File: src/rtl/irenc_pkg.sv
package irenc_pkg;

    // Kind of pulse currently being emitted; captured at pulse start
    typedef enum logic [1:0] {
        PK_IDLE  = 2'd0,
        PK_SHORT = 2'd1,
        PK_FIXED = 2'd2
    } pulse_kind_e;

    // Per-edge events produced by the bit-cell phase tracker
    typedef struct packed {
        logic rise;   // this edge lands on the pulse-start tick
        logic fall;   // this edge lands on the short-pulse end tick
    } cell_evt_t;

    // Counter width able to hold values 0 .. n-1 (at least one bit)
    function automatic int unsigned width_for(int unsigned n);
        return (n < 2) ? 1 : $clog2(n);
    endfunction

endpackage

File: src/rtl/irenc_phase.sv
module irenc_phase
    import irenc_pkg::*;
#(
    parameter int unsigned CELL_TICKS = 16,
    parameter int unsigned RISE_TICK  = 7,
    parameter int unsigned FALL_TICK  = 10,
    parameter int unsigned PW         = width_for(CELL_TICKS)
) (
    input  logic          clk,
    input  logic          rst,
    input  logic          tick_en,
    input  logic          ser_in,
    output logic [PW-1:0] phase,
    output cell_evt_t     evt
);

    logic [PW-1:0] phase_q;
    logic [PW-1:0] phase_inc;
    logic          advance;

    // Phase only moves on ticks while the line carries a zero
    assign advance = tick_en & ~ser_in;

    generate
        if ((CELL_TICKS & (CELL_TICKS - 1)) == 0) begin : g_wrap_pow2
            // Natural roll-over of the counter is the cell wrap
            assign phase_inc = phase_q + 1'b1;
        end else begin : g_wrap_cmp
            assign phase_inc = (phase_q == PW'(CELL_TICKS - 1)) ? '0 : phase_q + 1'b1;
        end
    endgenerate

    always_comb begin
        evt.rise = advance && (phase_inc == PW'(RISE_TICK));
        evt.fall = advance && (phase_inc == PW'(FALL_TICK));
    end

    always_ff @(posedge clk) begin
        if (rst || ser_in) begin
            phase_q <= '0;
        end else if (advance) begin
            phase_q <= phase_inc;
        end
    end

    assign phase = phase_q;

endmodule

File: src/rtl/irenc_shaper.sv
module irenc_shaper
    import irenc_pkg::*;
#(
    parameter int unsigned FIXED_CYCLES = 3,
    parameter int unsigned LW           = width_for(FIXED_CYCLES)
) (
    input  logic        clk,
    input  logic        rst,
    input  logic        ser_in,
    input  logic        fixed_mode,
    input  cell_evt_t   evt,
    output logic        ir_out,
    output pulse_kind_e kind
);

    typedef struct packed {
        logic          level;
        pulse_kind_e   kind;
        logic [LW-1:0] rem;    // clocks left after the current one (fixed mode)
    } shaper_t;

    localparam shaper_t IDLE_S = '{level: 1'b0, kind: PK_IDLE, rem: '0};

    shaper_t cur, nxt;

    always_comb begin
        nxt = cur;
        if (ser_in) begin
            nxt = IDLE_S;
        end else if (evt.rise) begin
            nxt.level = 1'b1;
            nxt.kind  = fixed_mode ? PK_FIXED : PK_SHORT;
            nxt.rem   = LW'(FIXED_CYCLES - 1);
        end else begin
            unique case (cur.kind)
                PK_SHORT: begin
                    if (evt.fall) nxt = IDLE_S;
                end
                PK_FIXED: begin
                    if (cur.rem == '0) nxt = IDLE_S;
                    else               nxt.rem = cur.rem - 1'b1;
                end
                default: ;
            endcase
        end
    end

    always_ff @(posedge clk) begin
        if (rst) cur <= IDLE_S;
        else     cur <= nxt;
    end

    assign ir_out = cur.level;
    assign kind   = cur.kind;

endmodule

File: src/rtl/irenc_sir_encoder.sv
module irenc_sir_encoder
    import irenc_pkg::*;
#(
    parameter int unsigned CELL_TICKS   = 16,
    parameter int unsigned RISE_TICK    = 7,
    parameter int unsigned FALL_TICK    = 10,
    parameter int unsigned FIXED_CYCLES = 3
) (
    input  logic clk,
    input  logic rst,
    input  logic tick16_en,
    input  logic ser_in,
    input  logic fixed_mode,
    output logic ir_out
);

    localparam int unsigned PW = width_for(CELL_TICKS);
    localparam int unsigned LW = width_for(FIXED_CYCLES);

    logic [PW-1:0] phase_w;
    cell_evt_t     evt_w;
    pulse_kind_e   kind_w;

    irenc_phase #(
        .CELL_TICKS (CELL_TICKS),
        .RISE_TICK  (RISE_TICK),
        .FALL_TICK  (FALL_TICK),
        .PW         (PW)
    ) u_phase (
        .clk     (clk),
        .rst     (rst),
        .tick_en (tick16_en),
        .ser_in  (ser_in),
        .phase   (phase_w),
        .evt     (evt_w)
    );

    irenc_shaper #(
        .FIXED_CYCLES (FIXED_CYCLES),
        .LW           (LW)
    ) u_shaper (
        .clk        (clk),
        .rst        (rst),
        .ser_in     (ser_in),
        .fixed_mode (fixed_mode),
        .evt        (evt_w),
        .ir_out     (ir_out),
        .kind       (kind_w)
    );

endmodule

File: config.mk
export PLATFORM = sky130hd
export DESIGN_NAME = irenc_sir_encoder
export DESIGN_NICKNAME = d
export VERILOG_FILES = /design/src/rtl/irenc_pkg.sv /design/src/rtl/irenc_phase.sv /design/src/rtl/irenc_shaper.sv /design/src/rtl/irenc_sir_encoder.sv
export SDC_FILE = /design/constraint.sdc
export NUM_CORES = 1
export LEC_CHECK = 0
export BUFFER_PORTS_ARGS = -buffer_cell sky130_fd_sc_hd__buf_2
export CAP_MARGIN = 20
export CORE_ASPECT_RATIO = 1.25
export CORE_MARGIN = 3
export CORE_UTILIZATION = 30
export DETAILED_ROUTE_END_ITERATION = 12
export PLACE_DENSITY_LB_ADDON = 0.05
export SLEW_MARGIN = 20
export SYNTH_ARGS = -nofsm -noshare
export SYNTH_HDL_FRONTEND = slang
export SYNTH_SLANG_ARGS = --single-unit
File: constraint.sdc
create_clock -name clk -period 2.56 [get_ports clk]
set_clock_uncertainty 0.2 [all_clocks]
set_input_delay 0.128 -clock clk [delete_from_list [all_inputs] [get_ports clk]]
set_output_delay 0.128 -clock clk [all_outputs]
set_load 0.03 [all_outputs]
==> out/metrics.cfg <==
[floorplan]
die-area_um2=2250
coreArea_um2=1580
die_width_um=43.0
die_y_um=52.2
ioPinCount=6
rows=16
start_util_pct=32.4

[route]
vias_per_cell=5.19
drt-total-wl_um=1060
firstDrtPassIters=4
initialDrtViolationCount=14
wire_per_inst_um=12.1
antenna_left=0
vias=457
route.detailed.drc=0

[pwr]
powerDensity_nw_per_um2=458
switchingPower_uw=65.7
leakage_uw=0.000237
p_int_uw=211
combPwrFrac_pct=6.3
swShare_pct=23.8
clockPowerShare_pct=41.4
seqPwrFrac_pct=52.3
peakVddDrop_mv=0.219

[hold_path]
hold_start=rst
hold_path.class=input pin to register
hold_end=u_shaper.kind[1]$_SDFFE_PP0P_
whs_path_depth=3

[cts]
cts_tree=yes
post_cts_resized=0
ctsLongestPathBuffers=2
insertion_delay_ns=0.26
cts_root_buf=clkbuf_4
cts_htree_levels=1
clock-sinks=9
numCtsBuffers=3
clk_pin_slew_ns=0.07

[synth]
yosysSeqAreaShare_pct=35.1
async_flop_share_pct=0
yosys.area.top_type=dfxtp_1
synth_area_leaders=dfxtp_1, ha_1, and4b_1, nor2_1, a21oi_1
synth_area_per_cell_um2=8.55
synth.distinct_cells=27
synth-edff-count=0
synth_area_um2=513
netlist_instances=60
syn_nets=68
yosysWarnings=0
synth_top_area_share_pct=35.1
ys_ff_latch=9
synthFlopType=dfxtp_1

[final_layout]
nNetsFinal=79
fin_area_um2=603
drive_above_1_share_pct=14.3
syn_to_final_growth_pct=17.6
antennaDiodeCount=0

[global_routing]
grt_pass1_wl_um=1930
grt_overflow=0
grtUsageTotal_pct=11.5
grt_max_degree=10
antenna_found_initial=0
grt_pass1_vias=440

[critical_path]
r2r_slack_ns=0.54
cp.arrival_ns=2.02
cp-end-kind=register
crit_required_ns=2.56
path_max_fanout=8
start_kind=register
worstReg2RegEnd=u_shaper.kind[1]$_SDFFE_PP0P_
reg2reg_from=u_phase.phase[0]$_SDFFE_PP0P_
reg2reg_depth=6
critical_path_class=register to register

[sta]
maxSlewViolCount=0
min_period_ns=2.02
hold_viol=0
tns_ns=0
grt_setup_unrepaired=no
fmax_mhz=495
max_slew.worst_pin.slew_ns=0.522
fin_crit_sh_pct=79.0
setup_viol=0
maxSlewHeadroom_pct=65.0

[placed_design]
io_buffers=5
placed_area_um2=557
hpwl_um=739
gp_congestion=0.702

[job]
maxCapViolCount=0

[outcome]
status=finished, final reports clean

## worst max-delay path, stage by stage, from the launching register on
cell     delay, ns
dfxtp_1       0.47
ha_1          0.30
and4b_1       0.22
nand4_1       0.09
o31ai_2       0.13
or3b_1        0.41
a21oi_1       0.14
## power by group through the flow
stage | Sequential [uW] | Clock, uW | Combinational [uW]
6_report | 144 | 114 | 17.5
3_5_place_dp | 148 | 0 | 15.2
3_3_place_gp | 148 | 0 | 15.3
4_1_cts | 144 | 116 | 17.6
2_1_floorplan | 147 | 0 | 9.05
5_1_grt | 145 | 121 | 19.9
## final cells by class
class                           instances  area (um^2)
Clock buffer                            4         26.3
Fill cell                             167          978
Inverter                                2         7.51
Multi-Input combinational cell         48          322
Sequential cell                         9          180
Tap cell                               18         22.5
Timing Repair Buffer                    7         45.0
## metal layers
metal  vias to the layer above  wire, um  track usage [%]
met5                         -         0                0
met4                         0        25             7.54
met3                         4        46             2.06
met2                        13       456             17.0
met1                       209       535             15.1
li1                        231         -                -
## flip-flops by register name, summed over array words and instances, names as in the netlist
| signal | flops |
|---|---|
| u_phase.phase | 4 |
| u_shaper.cur | 2 |
| u_shaper.ir_out | 1 |
| u_shaper.kind | 2 |
## worst max-delay path by stage
| stage | end | from |
|---|---|---|
| after floorplan | u_shaper.kind[1]$_SDFFE_PP0P_ | u_phase.phase[0]$_SDFFE_PP0P_ |
| after global placement | u_shaper.kind[1]$_SDFFE_PP0P_ | u_phase.phase[0]$_SDFFE_PP0P_ |
| after detailed placement | u_shaper.kind[1]$_SDFFE_PP0P_ | u_phase.phase[0]$_SDFFE_PP0P_ |
| after CTS | u_shaper.kind[1]$_SDFFE_PP0P_ | u_phase.phase[0]$_SDFFE_PP0P_ |
| after global routing | u_shaper.kind[0]$_SDFFE_PP0P_ | u_phase.phase[1]$_SDFFE_PP0P_ |
| final | u_shaper.kind[1]$_SDFFE_PP0P_ | u_phase.phase[0]$_SDFFE_PP0P_ |
## placed cells by master (no fill, tap or decap), drive strengths merged
| cell type | n |
|---|---|
| nand3b | 1 |
| o31ai | 1 |
| xor2 | 2 |
| and3b | 1 |
| nor3 | 2 |
| nor2 | 7 |
| a211oi | 1 |
| a21o | 1 |
| a31oi | 1 |
| inv | 2 |
| buf | 5 |
| xnor2 | 1 |
| and4b | 3 |
| and3 | 1 |
| clkbuf | 4 |
| nor3b | 1 |
| and2 | 1 |
| nand2 | 4 |
| a32oi | 1 |
| nand2b | 3 |
| dlygate4sd3 | 2 |
| or3b | 1 |
| a21oi | 5 |
| and2b | 1 |
| nor2b | 3 |
| ha | 3 |
| nand4 | 2 |
| dfxtp | 9 |
| or2 | 1 |
## logic make-up (layout without fill, tap and decap cells)
group                      count (synthesis)  count (layout)  share of synthesized area [%]
adders and majority gates                  3               3                           7.32
buffers and inverters                      3              13                           2.19
and+or+nand+nor                           32              32                           37.1
xor gates and xnor gates                   3               3                           5.12
AOI/OAI and AO/OA                         10              10                           13.2
DFF                                        9               9                           35.1
## repair_timing
action	4_1_cts	5_1_grt
setup buffers	0	0
hold buffers	2	0
hold endpoints to repair	4	0
## through the flow
step / power (uW) / hold WS, ns / instances / setup WS [ns] / utilization [%]
finish: 276 / 0.0351 / 88 / 0.538 / 38.1
global route: 286 / 0.0576 / 88 / 0.386 / 38.1
CTS: 278 / 0.0309 / 88 / 0.532 / 38.1
detailed placement: 163 / 0.194 / 82 / 0.556 / 35.2
global placement: 163 / 0.183 / 82 / 0.548 / 35.2
floorplan: 156 / 0.0270 / 60 / 0.744 / -
## synthesized netlist by cell type, drive strengths merged, types with 2 or more instances
library cell,instances
nand2b,3
a21oi,5
inv,2
nor2,7
nor2b,3
nand2,4
dfxtp,9
and4b,3
ha,3
nand4,2
xor2,2
nor3,2
Note: power is estimated with default switching activity, not from simulation.
